$ cat src/rtl/bpscan_pkg.sv
package bpscan_pkg;

    typedef enum logic [2:0] {
        ST_IDLE,
        ST_LOAD,
        ST_HOLD,
        ST_CAPT,
        ST_XFER,
        ST_FIN
    } state_t;

    typedef enum logic [1:0] {
        SEL_SHIFT,
        SEL_HOLD,
        SEL_FUNC
    } sel_t;

endpackage

$ cat src/rtl/bpscan_ctrl.sv
module bpscan_ctrl
    import bpscan_pkg::*;
#(
    parameter int SCAN_W = 8,
    parameter int DEPTH  = 2,
    parameter int NPAT_W = 4
) (
    input  logic              clk,
    input  logic              rst_n,
    input  logic              start,
    input  logic [NPAT_W-1:0] npat_m1,
    output sel_t              scan_sel,
    output logic              u_en,
    output logic              scan_shift,
    output logic              done
);
    localparam int MAXC  = (SCAN_W > DEPTH) ? SCAN_W : DEPTH;
    localparam int CNT_W = $clog2(MAXC) + 1;
    localparam logic [CNT_W-1:0] SHIFT_LAST = CNT_W'(SCAN_W - 1);
    localparam logic [CNT_W-1:0] HOLD_LAST  = CNT_W'(DEPTH - 1);

    state_t             st, st_n;
    logic [CNT_W-1:0]   cnt, cnt_n;
    logic [NPAT_W-1:0]  left, left_n;

    // state register
    always_ff @(posedge clk or negedge rst_n) begin
        if (!rst_n) begin
            st   <= ST_IDLE;
            cnt  <= '0;
            left <= '0;
        end else begin
            st   <= st_n;
            cnt  <= cnt_n;
            left <= left_n;
        end
    end

    // next state
    always_comb begin
        st_n   = st;
        cnt_n  = cnt;
        left_n = left;
        unique case (st)
            ST_IDLE: if (start) begin
                st_n   = ST_LOAD;
                cnt_n  = '0;
                left_n = npat_m1;
            end
            ST_LOAD: if (cnt == SHIFT_LAST) begin
                st_n  = ST_HOLD;
                cnt_n = '0;
            end else begin
                cnt_n = cnt + 1'b1;
            end
            ST_HOLD: if (cnt == HOLD_LAST) begin
                st_n  = ST_CAPT;
                cnt_n = '0;
            end else begin
                cnt_n = cnt + 1'b1;
            end
            ST_CAPT: begin
                st_n  = ST_XFER;
                cnt_n = '0;
            end
            ST_XFER: if (cnt == SHIFT_LAST) begin
                cnt_n = '0;
                if (left == '0) begin
                    st_n = ST_FIN;
                end else begin
                    st_n   = ST_HOLD;
                    left_n = left - 1'b1;
                end
            end else begin
                cnt_n = cnt + 1'b1;
            end
            ST_FIN:  st_n = ST_IDLE;
            default: st_n = ST_IDLE;
        endcase
    end

    // outputs
    always_comb begin
        scan_sel   = SEL_HOLD;
        u_en       = 1'b0;
        scan_shift = 1'b0;
        done       = 1'b0;
        unique case (st)
            ST_IDLE: begin
                scan_sel = SEL_FUNC;
                u_en     = 1'b1;
            end
            ST_LOAD, ST_XFER: begin
                scan_sel   = SEL_SHIFT;
                scan_shift = 1'b1;
            end
            ST_HOLD: u_en     = 1'b1;
            ST_CAPT: scan_sel = SEL_FUNC;
            ST_FIN:  done     = 1'b1;
            default: scan_sel = SEL_HOLD;
        endcase
    end
endmodule

$ cat src/rtl/bpscan_scanreg.sv
module bpscan_scanreg
    import bpscan_pkg::*;
#(
    parameter int W = 8
) (
    input  logic         clk,
    input  logic         rst_n,
    input  sel_t         sel,
    input  logic         scan_in,
    input  logic [W-1:0] func_d,
    output logic [W-1:0] q
);
    always_ff @(posedge clk or negedge rst_n) begin
        if (!rst_n) begin
            q <= '0;
        end else begin
            unique case (sel)
                SEL_SHIFT: q <= {q[W-2:0], scan_in};
                SEL_FUNC:  q <= func_d;
                default:   q <= q;
            endcase
        end
    end
endmodule

$ cat src/rtl/bpscan_stage.sv
module bpscan_stage #(
    parameter int W = 8
) (
    input  logic         clk,
    input  logic         rst_n,
    input  logic         en,
    input  logic [W-1:0] d,
    output logic [W-1:0] q
);
    always_ff @(posedge clk or negedge rst_n) begin
        if (!rst_n)  q <= '0;
        else if (en) q <= d;
    end
endmodule

$ cat src/rtl/bpscan_top.sv
module bpscan_top
    import bpscan_pkg::*;
#(
    parameter int SCAN_W = 8,
    parameter int DEPTH  = 2,
    parameter int NPAT_W = 4
) (
    input  logic              clk,
    input  logic              rst_n,
    input  logic              start,
    input  logic [NPAT_W-1:0] npat_m1,
    input  logic [SCAN_W-1:0] pi,
    input  logic              scan_in,
    output logic              scan_out,
    output logic [SCAN_W-1:0] po,
    output logic              scan_shift,
    output logic              done
);
    function automatic logic [SCAN_W-1:0] mix_mask();
        logic [SCAN_W-1:0] m;
        for (int i = 0; i < SCAN_W; i++) m[i] = (i % 2 == 0);
        return m;
    endfunction

    // cloud between two registers
    function automatic logic [SCAN_W-1:0] cloud_mid(input logic [SCAN_W-1:0] x);
        return {x[SCAN_W-2:0], x[SCAN_W-1]} ^ mix_mask();
    endfunction

    sel_t              scan_sel;
    logic              u_en;
    logic [SCAN_W-1:0] scan_q;
    logic [SCAN_W-1:0] stage_d [DEPTH];
    logic [SCAN_W-1:0] stage_q [DEPTH];
    logic [SCAN_W-1:0] cap_d;

    bpscan_ctrl #(.SCAN_W(SCAN_W), .DEPTH(DEPTH), .NPAT_W(NPAT_W)) u_ctrl (
        .clk(clk), .rst_n(rst_n), .start(start), .npat_m1(npat_m1),
        .scan_sel(scan_sel), .u_en(u_en), .scan_shift(scan_shift), .done(done)
    );

    bpscan_scanreg #(.W(SCAN_W)) u_scan (
        .clk(clk), .rst_n(rst_n), .sel(scan_sel), .scan_in(scan_in),
        .func_d(cap_d), .q(scan_q)
    );

    for (genvar k = 0; k < DEPTH; k++) begin : g_stage
        if (k == 0) begin : g_entry
            assign stage_d[k] = scan_q + pi;
        end else begin : g_mid
            assign stage_d[k] = cloud_mid(stage_q[k-1]);
        end
        bpscan_stage #(.W(SCAN_W)) u_stage (
            .clk(clk), .rst_n(rst_n), .en(u_en), .d(stage_d[k]), .q(stage_q[k])
        );
    end

    assign cap_d    = cloud_mid(stage_q[DEPTH-1]);
    assign po       = cap_d;
    assign scan_out = scan_q[SCAN_W-1];
endmodule

$ cat config.mk
export PLATFORM = sky130hd
export DESIGN_NAME = bpscan_top
export DESIGN_NICKNAME = d
export VERILOG_FILES = /design/src/rtl/bpscan_pkg.sv /design/src/rtl/bpscan_ctrl.sv /design/src/rtl/bpscan_scanreg.sv /design/src/rtl/bpscan_stage.sv /design/src/rtl/bpscan_top.sv
export SDC_FILE = /design/constraint.sdc
export NUM_CORES = 1
export LEC_CHECK = 0
export BUFFER_PORTS_ARGS = -buffer_cell sky130_fd_sc_hd__buf_4
export CAP_MARGIN = 20
export CORE_AREA = 2 2 74 76
export DETAILED_ROUTE_END_ITERATION = 8
export DIE_AREA = 0 0 76 78
export PLACE_DENSITY_LB_ADDON = 0.05
export SYNTH_ARGS = -nofsm -noshare
export SYNTH_HDL_FRONTEND = slang
export SYNTH_SLANG_ARGS = --single-unit
$ cat constraint.sdc
create_clock -name clk -period 2.4 [get_ports clk]
set_input_delay 0.12 -clock clk [delete_from_list [all_inputs] [get_ports clk]]
set_output_delay 0.12 -clock clk [all_outputs]
set_load 0.02 [all_outputs]
==> results of run 1 <==
[cell families (layout without fill, tap and decap cells)]
kind of cell / count (synthesis) / after routing / share of synthesized area (%)
AO/OA/AOI/OAI: 86 / 86 / 26.1
multiplexers: 7 / 7 / 3.12
buffers and inverters: 31 / 52 / 7.08
XOR/XNOR: 6 / 6 / 2.34
AND/OR/NAND/NOR: 69 / 69 / 15.4
flip-flops: 35 / 35 / 39.0
adder cells (fa/ha/maj): 12 / 12 / 7.02
[final timing paths]
path,start,to,slack [ns],depth (start not counted)
setup / recovery,u_scan.q[0]$_DFFE_PN0P_,g_stage[0].u_stage.q[6]$_DFFE_PN0P_,0.28,6
hold / removal,npat_m1[2],u_ctrl.left[2]$_DFFE_PN0P_,0.14,3
setup reg to reg,u_scan.q[0]$_DFFE_PN0P_,g_stage[0].u_stage.q[6]$_DFFE_PN0P_,0.28,6
hold reg to reg,g_stage[0].u_stage.q[3]$_DFFE_PN0P_,g_stage[1].u_stage.q[4]$_DFFE_PN0P_,0.46,1
max in group asynchronous,rst_n,g_stage[0].u_stage.q[5]$_DFFE_PN0P_,1.75,2
min in group asynchronous,rst_n,u_ctrl.left[3]$_DFFE_PN0P_,0.33,2
[layout make-up]
type | instances | area [µm²] | share of cell area [%]
timing repair buffer | 33 | 250 | 9.83
tap | 70 | 87.6 | 3.44
sequential | 35 | 876 | 34.4
multi-input combinational | 180 | 1210 | 47.6
clock buffer | 6 | 72.6 | 2.85
inverter | 13 | 48.8 | 1.92
[flip-flops by register name, indices dropped and copies added, names as in the netlist]
signal / cells
g_stage.u_stage.q: 16
u_scan.q: 8
u_ctrl.cnt: 4
u_ctrl.left: 4
u_ctrl.st: 3
[power groups by stage]
stage               clock network [µW]  logic [µW]  registers, µW
finish                             387         282            709
global route                       432         321            717
CTS                                405         286            707
detailed placement                   0         283            718
global placement                     0         282            719
floorplan                            0         196            699
[layout by cell type, fill, tap and decap left out, types with 3 or more instances in the layout]
cell	instances
xnor2_1	4
nor2_1	13
a21o_1	3
a21oi_1	20
nor3_1	4
o21ai_0	18
dfrtp_1	35
buf_4	32
o22ai_1	17
mux2i_1	7
nand3b_1	3
inv_1	12
ha_1	11
a22o_1	10
nor2_2	3
clkbuf_8	5
nand2_1	25
nand3_1	3
nand2b_1	3
[worst register-to-register path, stage by stage (launching register included)]
cell	delay [ns]
dfrtp_1	0.43
ha_1	0.23
fa_1	0.40
a21o_1	0.21
a31o_2	0.25
a2111oi_0	0.38
nand3b_1	0.15
[through the flow]
| stage | area, µm² | worst slack, ns |
|---|---|---|
| CTS | 2550 | 0.290 |
| global placement | 2460 | 0.385 |
| global route | 2550 | 0.131 |
| floorplan | 2250 | 0.448 |
| finish | 2550 | 0.282 |
| detailed placement | 2460 | 0.306 |
[layer usage]
metal,up-vias,track usage [%],wire length [µm]
li1,935,-,-
met1,896,27.1,2610
met2,41,28.8,2290
met3,5,3.49,233
met4,0,5.27,52
met5,-,0,0
==> flow_summary_export.csv, run 1 <==
group,metric,value,unit
status,status,"complete, no violations",
setup_path,cp_slowest_stage_delay,0.43,ns
run,maxCapViolCount,0,
layout,layout-drive-gt1-share,17.2,%
clock_network,cts-root-buf,"clkbuf_8",
setup_path,worst-endpoint-arrival,2.33,ns
synthesis,ys_warn_count,0,
global_routing,overflow,0,
power,p_int,972,µW
global_routing,grt_pass1_wl,8.88,mm
synthesis,synth_top_cells_by_area,"dfrtp_1, ha_1, o22ai_1",
floorplan,die_y,78,µm
synthesis,synth.largest_area_cell,"dfrtp_1",
timing,finalCritPeriodShare,88.3,%
detailed_routing,drt_iter0_drc,138,
power,power.density,541,nW/µm²
detailed_routing,wl_per_cell,15.4,µm
synthesis,ys_ff_latch,35,
layout,syn2layout_area_growth,13.4,%
floorplan,num_rows,26,
synthesis,ys.flop_type,"dfrtp_1",
clock_network,cts_tree,"built",
timing,final_max_slew_viol_count,0,
setup_path,worstSetupPathType,"reg -> reg",
power,p_leak,0.00116,µW
global_routing,grt_pass1_vias,1767,
synthesis,synth.yosys.seq_area_share,39.0,%
layout,diodes,0,
detailed_routing,vias,1877,
timing,hold_viol,0,
layout,utilization,50.5,%
synthesis,ys_async_sr_fraction,100,%
synthesis,synth.most_common_cell,"dfrtp_1",
power,switchingPower,406,µW
global_routing,grt_usage,18.8,%
place,dp_hpwl,3.87,mm
timing,fin_crit,2.12,ns
detailed_routing,via_per_inst,5.57,
detailed_routing,drc,0,
synthesis,syn_area,2250,µm²
setup_path,crit_family,"compound AO/OA/AOI/OAI gates",
power,swShare,29.5,%
setup_path,cp-start-kind,"flip-flop",
setup_path,crit_chain,"ha_1 -> fa_1 -> a21o_1 -> a31o_2 -> a2111oi_0 -> nand3b_1",
clock_network,cts_resized,0,
clock_network,holdBufCountCts,1,
detailed_routing,first_pass_iters,4,
timing,rsz0062_at_grt,"no",
timing,setup-tns-final,0,ns
synthesis,synth_cell_type_count,50,
clock_network,postCtsSetupRepairBufs,0,
hold_path,hold_path_class,"in -> reg",
clock_network,cts.path.max_buffers,2,
clock_network,cts-buffers-inserted,5,
place,dp_cells,330,
clock_network,clkSinkCount,35,
timing,whs,0.140,ns
clock_network,ctsHtreeMaxLevel,2,
floorplan,io_pins,27,
power,clockPowerShare,28.1,%
synthesis,synthCells,246,
synthesis,syn_nets,274,
floorplan,die_area,5930,µm²
timing,skew,0.00752,ns
timing,clock.fmax,0.472,GHz
floorplan,initial_core_util,44.5,%
timing,setup_viol,0,
synthesis,synth_edf_count,0,
global_routing,antenna_found_initial,0,
detailed_routing,wl,5.18,mm
clock_network,cts.clk_slew.worst_paths,0.07,ns
global_routing,grt_max_degree,36,
layout,fin_nets,296,
power,combPwrFrac,20.5,%
setup_path,cp_slowest_cell,"dfrtp_1",
synthesis,post-synth-top-area-fraction,39.0,%
synthesis,synth_area_per_cell,9.13,µm²
timing,slew_headroom,68.2,%
power,p_seq_share,51.4,%
setup_path,end_kind,"flip-flop",
setup_path,crit_fanout,5,
layout,fillers,477,
power,total_power,1380,µW
timing,worst_pin_slew,0.477,ns
setup_path,cp.buffers_inverters,0,
synthesis,synth_common_cells,"dfrtp_1, nand2_1, a21oi_1",
clock_network,insertion_delay,0.28,ns
floorplan,core,5040,µm²
floorplan,fp.dieW,76,µm
place,portBuffers,26,
place,gp_congestion,0.836,
power,ir_drop,0.266,mV
setup_path,cp.required,2.62,ns
layout,finalNonFillerCells,337,
detailed_routing,antenna_left,0,
Note: power is estimated with default switching activity, not from simulation.
==> run 2: changes to the inputs <==
CORE_AREA = 2 2 73 75   (was 2 2 74 76)
DIE_AREA = 0 0 75 77   (was 0 0 76 78)
SYNTH_HIERARCHICAL = 1   (was unset)
==> run 2 against run 1 <==
Cell count decreased by 10%. Synthesized cell count decreased by 17%. Sequential share of layout area increased by 0.41 points. Non-clock buffer count decreased by 4. Clock skew about the same. Flip-flop and latch count unchanged. Wire length decreased by 13%. Worst hold slack got worse by 0.019 ns. Via count decreased by 14%. Area after synthesis decreased by 2.3%. Critical endpoint is now g_stage[0].u_stage/q[6]$_DFFE_PN0P_. Largest power group is now combinational logic.
==> flow_summary_export.csv, run 2 <==
group,metric,value,unit
clock_network,cts.clk_slew.worst_paths,0.07,ns
detailed_routing,via_per_inst,5.31,
floorplan,io_pins,27,
synthesis,post-synth-top-area-fraction,39.9,%
layout,layout-drive-gt1-share,26.2,%
setup_path,cp.required,2.56,ns
timing,skew,0.00779,ns
timing,fin_ws,0.480,ns
setup_path,worstSetupPathType,"reg -> reg",
layout,final_common_cell,"dfrtp_1",
timing,finalCritPeriodShare,80.0,%
synthesis,synth.yosys.seq_area_share,39.9,%
setup_path,r2r_slack,0.48,ns
place,portBuffers,26,
timing,setup-tns-final,0,ns
power,switchingPower,1430,µW
timing,setup_viol,0,
floorplan,fp.dieW,75,µm
floorplan,core,4980,µm²
synthesis,synth.largest_area_cell,"dfrtp_1",
layout,stdcell_area,2520,µm²
synthesis,synth.most_common_cell,"dfrtp_1",
synthesis,synth_top_cells_by_area,"dfrtp_1, mux2_4, ha_1",
synthesis,ys_warn_count,6,
timing,slew_headroom,57.2,%
floorplan,die_area,5780,µm²
power,combPwrFrac,55.1,%
hold_path,hold_start,"npat_m1[1]",
layout,diodes,0,
timing,final_max_slew_viol_count,0,
detailed_routing,wl_per_cell,15.0,µm
synthesis,syn_nets,232,
global_routing,grt_use_met1,22.3,%
clock_network,cts_tree,"built",
place,dp_hpwl,3.32,mm
detailed_routing,drc,0,
detailed_routing,drt_iter0_drc,70,
global_routing,grt_pass1_wl,7.87,mm
synthesis,ys_ff_latch,35,
setup_path,timing.rr.start,"u_scan/q[0]$_DFFE_PN0P_",
layout,final_cell_mix,"dfrtp_1, buf_4, inv_1",
setup_path,end_kind,"flip-flop",
power,p_leak,0.00114,µW
synthesis,synthCells,204,
global_routing,grt_busiest_layer,"met2",
global_routing,grt_util_met3,3.29,%
clock_network,clkSinkCount,35,
timing,worst_pin_slew,0.642,ns
power,total_power,3520,µW
synthesis,synth_area_per_cell,10.8,µm²
timing,hold_viol,0,
run,maxCapViolCount,0,
detailed_routing,antenna_left,0,
power,clockPowerShare,11.5,%
power,power.density,1400,nW/µm²
layout,utilization,50.6,%
global_routing,grt_pass1_vias,1711,
power,swShare,40.7,%
detailed_routing,vias,1609,
timing,clock.fmax,0.521,GHz
clock_network,postCtsSetupRepairBufs,0,
synthesis,synth_cell_type_count,53,
floorplan,die_y,77,µm
clock_network,cts.path.max_buffers,2,
power,ir_drop,0.533,mV
timing,rsz0062_at_grt,"no",
hold_path,min_path_cells,3,
detailed_routing,first_pass_iters,4,
layout,top_register,"g_stage.u_stage/q",
layout,fin_nets,260,
synthesis,syn_area,2190,µm²
power,p_int,2080,µW
place,place_area,2420,µm²
synthesis,ys.flop_type,"dfrtp_1",
setup_path,cp-start-kind,"flip-flop",
setup_path,crit_fanout,3,
setup_path,worst-endpoint-arrival,2.08,ns
timing,fin_crit,1.92,ns
setup_path,r2r_cells,7,
floorplan,num_rows,26,
layout,reg_top3,"g_stage.u_stage/q (16), u_scan/q (8)",
status,status,"complete, no violations",
hold_path,hold_path_class,"in -> reg",
synthesis,synth_edf_count,0,
setup_path,timing.rr.end,"g_stage[0].u_stage/q[6]$_DFFE_PN0P_",
global_routing,grt_usage,17.5,%
layout,fillers,477,
clock_network,cts-buffers-inserted,5,
synthesis,synth_common_cells,"dfrtp_1, inv_1, mux2_4",
place,place_ws,0.528,ns
synthesis,ys_async_sr_fraction,100,%
detailed_routing,wl,4.53,mm
global_routing,antenna_found_initial,0,
floorplan,initial_core_util,44.1,%
clock_network,ctsHtreeMaxLevel,2,
layout,syn2layout_area_growth,14.7,%
layout,largest_reg_flops,16,
place,gp_congestion,0.853,
clock_network,insertion_delay,0.28,ns
global_routing,met2_usage,29.2,%
hold_path,hold_end,"u_ctrl/left[1]$_DFFE_PN0P_",
power,p_seq_share,33.4,%
global_routing,grt_max_degree,36,
global_routing,overflow,0,
clock_network,cts-root-buf,"clkbuf_8",
-- run 2: per-stage QoR --
| step | hold WS (ns) | std cells |
|---|---|---|
| finish | 0.121 | 303 |
| global route | 0.119 | 303 |
| CTS | 0.113 | 303 |
| detailed placement | 0.116 | 294 |
| global placement | 0.102 | 294 |
| floorplan | -0.176 | 204 |
-- run 2: kinds of logic (layout without fill, tap and decap cells) --
group / Yosys count / after routing / share of synthesized area, %
multiplexers: 25 / 25 / 15.1
buffers and inverters: 26 / 55 / 6.27
adder cells (fa/ha/maj): 12 / 12 / 7.18
XOR/XNOR: 5 / 5 / 2.00
AND/OR/NAND/NOR: 47 / 47 / 12.5
AO/OA/AOI/OAI: 54 / 54 / 17.1
flip-flops: 35 / 35 / 39.9
-- run 2: routing by layer --
metal	wire, µm	share of wire, %
met4	79	1.7
met1	2050	45
met5	0	0
met2	2250	50
met3	160	3.5
-- run 2: worst max-delay path, cell delays in order, from the launching register on --
cell and delay (ns):
dfrtp_1 0.40, ha_1 0.22, inv_1 0.08, fa_1 0.25, nor2b_4 0.06, o311ai_0 0.34
o311ai_1 0.18, mux2_4 0.28
-- run 2: final cells by class --
type                    instances  area [µm²]  share of cell area, %
clock buffers                   7        76.3                   3.03
repair buffers                 29         220                   8.75
inverters                      18        67.6                   2.69
well taps                      70        87.6                   3.48
flip-flops and latches         35         876                   34.8
clock inverters                 1        5.00                  0.199
multi-input cells             143        1180                   47.0
-- run 2: worst max-delay path by stage --
stage               slack, ns  cells after the start               startpoint                                  end
floorplan                0.67                      7  u_scan/q[0]$_DFFE_PN0P_  g_stage[0].u_stage/q[6]$_DFFE_PN0P_
global placement         0.61                      7  u_scan/q[0]$_DFFE_PN0P_  g_stage[0].u_stage/q[6]$_DFFE_PN0P_
detailed placement       0.53                      7  u_scan/q[0]$_DFFE_PN0P_  g_stage[0].u_stage/q[6]$_DFFE_PN0P_
CTS                      0.51                      7  u_scan/q[0]$_DFFE_PN0P_  g_stage[0].u_stage/q[6]$_DFFE_PN0P_
global route             0.39                      7  u_scan/q[0]$_DFFE_PN0P_  g_stage[0].u_stage/q[6]$_DFFE_PN0P_
finish                   0.48                      7  u_scan/q[0]$_DFFE_PN0P_  g_stage[0].u_stage/q[6]$_DFFE_PN0P_
-- run 2: power by group through the flow --
stage	clock [µW]	sequential, µW	combinational [µW]
5_1_grt	450	1220	2140
3_5_place_dp	0	1180	1940
4_1_cts	426	1180	1950
2_1_floorplan	0	1130	1540
3_3_place_gp	0	1170	1900
6_report	404	1170	1940
-- run 2: repair_timing --
item / CTS / global route
resized for setup: 0 / 0
endpoints found under the hold margin: 35 / 0
hold buffers: 1 / 0
==> run 3: changes to the inputs <==
ABC_AREA = 1   (was unset)
CORE_AREA = 2 2 76 78   (was 2 2 73 75)
DIE_AREA = 0 0 78 80   (was 0 0 75 77)
clock period = 1.6 ns   (was 2.4 ns; I/O delays follow)
==> run 3 against run 2 <==
Clock-buffer cell count shrank 2. Total power grew 75%. Non-clock buffer count grew 6. Sequential power grew 50%. Utilization grew 0.67 points. Cell count grew 47%. Register-to-register slack lost 0.43 ns. Largest cell class unchanged. Largest power group unchanged. Highest routed layer unchanged.
==> flow_summary_export.csv, run 3 <==
group,metric,value,unit
status,status,"complete, no violations",
detailed_routing,antenna_left,0,
place,dp_cells,433,
detailed_routing,dr.max_layer_used,"met4",
setup_path,timing.rr.start,"u_scan/q[0]$_DFFE_PN0P_",
synthesis,ys_warn_count,6,
synthesis,synth_edf_count,0,
timing,fin_crit,1.55,ns
timing,skew,0.00709,ns
layout,final_common_cell,"nand2_1",
detailed_routing,vias,2061,
detailed_routing,m1WireLength,2.38,mm
synthesis,synth.most_common_cell,"nand2_1",
hold_path,hold_end,"u_ctrl/left[3]$_DFFE_PN0P_",
layout,final_cell_mix,"nand2_1, inv_1, nand3_1",
hold_path,hold_start,"npat_m1[3]",
timing,setup_viol,0,
clock_network,clkSinkCount,35,
layout,finalNonFillerCells,446,
synthesis,ys_ff_latch,35,
setup_path,cp-start-kind,"flip-flop",
setup_path,worst-endpoint-arrival,1.73,ns
place,gp_congestion,0.812,
global_routing,grt_usage,18.1,%
clock_network,cts_tree,"built",
layout,fin_nets,401,
detailed_routing,wl,5.12,mm
timing,hold_viol,0,
floorplan,io_pins,27,
floorplan,fp.dieW,78,µm
detailed_routing,via_per_inst,4.62,
timing,fin_ws,0.0536,ns
global_routing,grt_pass1_wl,8.84,mm
synthesis,synth_adder_area_share,6.72,%
power,p_leak,0.00162,µW
hold_path,hold_path_class,"in -> reg",
timing,rsz0062_at_grt,"yes",
global_routing,grt_max_degree,36,
place,dp_hpwl,3.82,mm
timing,final_max_slew_viol_count,0,
hold_path,min_path_cells,5,
global_routing,grt_pass1_vias,1962,
run,maxCapViolCount,0,
detailed_routing,wl_met3,193,µm
synthesis,synth_top_cells_by_area,"dfrtp_1, nand2_1, inv_1",
synthesis,syn_area,2350,µm²
synthesis,synthMuxAreaShare,0,%
synthesis,ys.flop_type,"dfrtp_1",
setup_path,r2r_cells,11,
layout,fillers,566,
synthesis,synth_common_cells,"nand2_1, inv_1, nand3_1",
timing,finalCritPeriodShare,96.6,%
layout,layout-drive-gt1-share,18.7,%
detailed_routing,dr_wl_met2,2.51,mm
synthesis,syn_nets,364,
synthesis,synth_area_per_cell,6.98,µm²
layout,diodes,0,
setup_path,timing.rr.end,"g_stage[0].u_stage/q[6]$_DFFE_PN0P_",
clock_network,cts.clk_slew.worst_paths,0.07,ns
setup_path,end_kind,"flip-flop",
detailed_routing,drc,0,
timing,setup-tns-final,0,ns
detailed_routing,wl_per_cell,11.5,µm
layout,top_register,"g_stage.u_stage/q",
synthesis,synth_cell_type_count,28,
setup_path,r2r_slack,0.05,ns
clock_network,ctsHtreeMaxLevel,2,
clock_network,cts-buffers-inserted,5,
floorplan,core,5410,µm²
timing,worst_pin_slew,0.463,ns
timing,slew_headroom,69.1,%
clock_network,cts-root-buf,"clkbuf_8",
synthesis,synth.largest_area_cell,"dfrtp_1",
layout,syn2layout_area_growth,18.0,%
detailed_routing,first_pass_iters,4,
synthesis,synthCells,336,
setup_path,worstSetupPathType,"reg -> reg",
layout,reg_top3,"g_stage.u_stage/q (16), u_scan/q (8)",
layout,utilization,51.2,%
place,portBuffers,26,
power,ir_drop,1.04,mV
detailed_routing,drt_iter0_drc,76,
timing,clock.fmax,0.647,GHz
setup_path,crit_fanout,3,
floorplan,die_y,80,µm
floorplan,initial_core_util,43.4,%
clock_network,cts.path.max_buffers,2,
synthesis,ys_async_sr_fraction,100,%
global_routing,antenna_found_initial,0,
floorplan,num_rows,27,
clock_network,insertion_delay,0.29,ns
synthesis,synth_xor_area_share,2.67,%
global_routing,overflow,0,
layout,largest_reg_flops,16,
power,power.density,2220,nW/µm²
floorplan,die_area,6240,µm²
setup_path,cp.required,1.79,ns
synthesis,synth.yosys.seq_area_share,37.3,%
synthesis,synth-compound-area-share,1.60,%
place,place_ws,0.00911,ns
synthesis,post-synth-top-area-fraction,37.3,%
synthesis,yosys.area_share.simple,40.0,%
synthesis,synth_top_family_by_area,"simple AND/OR/NAND/NOR gates",
## run 3: worst max-delay path, cell delays in order, from the launching register on
cell and delay [ns]:
dfrtp_1 0.38, ha_2 0.20, inv_2 0.04, fa_2 0.36, inv_2 0.05, nand2_1 0.04, nand2_1 0.07, nand3_1 0.09
nand3_1 0.08, nand2_1 0.05, nand2_1 0.05, nand2_1 0.04
## run 3: cells by family (layout without fill, tap and decap cells)
group	count (synthesis)	count (layout)
buffers and inverters	66	104
XOR/XNOR	5	5
flip-flops	35	35
AND/OR/NAND/NOR	211	211
AO/OA/AOI/OAI	7	7
adder cells (fa/ha/maj)	12	12
## run 3: what timing repair did
item	4_1_cts	5_1_grt
buffers inserted	0	4
hold buffers	1	0
endpoints found under the hold margin	35	0
resized for setup	0	8
endpoints found under the setup margin	0	8
## run 3: final cells by class
type	instances	area, µm²	area share (%)
inverter	61	231	8.36
clock inverter	3	15.0	0.542
sequential	35	876	31.6
clock buffer	5	68.8	2.49
timing repair buffer	35	265	9.58
tap	72	90.1	3.25
multi-input combinational	235	1220	44.1
## run 3: worst max path at each step
stage / start / to / cells after the start
floorplan: u_scan/q[0]$_DFFE_PN0P_ / g_stage[0].u_stage/q[6]$_DFFE_PN0P_ / 11
global placement: u_scan/q[0]$_DFFE_PN0P_ / g_stage[0].u_stage/q[6]$_DFFE_PN0P_ / 11
detailed placement: u_scan/q[0]$_DFFE_PN0P_ / g_stage[0].u_stage/q[6]$_DFFE_PN0P_ / 11
CTS: u_scan/q[0]$_DFFE_PN0P_ / g_stage[0].u_stage/q[6]$_DFFE_PN0P_ / 11
global route: u_scan/q[0]$_DFFE_PN0P_ / g_stage[0].u_stage/q[6]$_DFFE_PN0P_ / 11
finish: u_scan/q[0]$_DFFE_PN0P_ / g_stage[0].u_stage/q[6]$_DFFE_PN0P_ / 11
## run 3: routing by layer
| layer | GRT usage, % | up-vias |
|---|---|---|
| met1 | 22.6 | 934 |
| met2 | 30.9 | 32 |
| met5 | 0 | - |
| li1 | - | 1091 |
| met4 | 6.67 | 0 |
| met3 | 3.96 | 4 |
## run 3: through the flow
stage	area [µm²]	total power, µW	hold WS [ns]
finish	2770	6150	0.0917
floorplan	2350	4490	-0.216
detailed placement	2620	5420	0.0737
CTS	2710	6080	0.0812
global route	2770	6850	0.102
global placement	2620	5420	0.0788
## run 3: report_power, final
part           switching [µW]  total, µW  internal [µW]  leakage (µW)
Clock                     333        631            298     0.0000477
Sequential                407       1750           1350      0.000431
Combinational            2300       3770           1470       0.00115
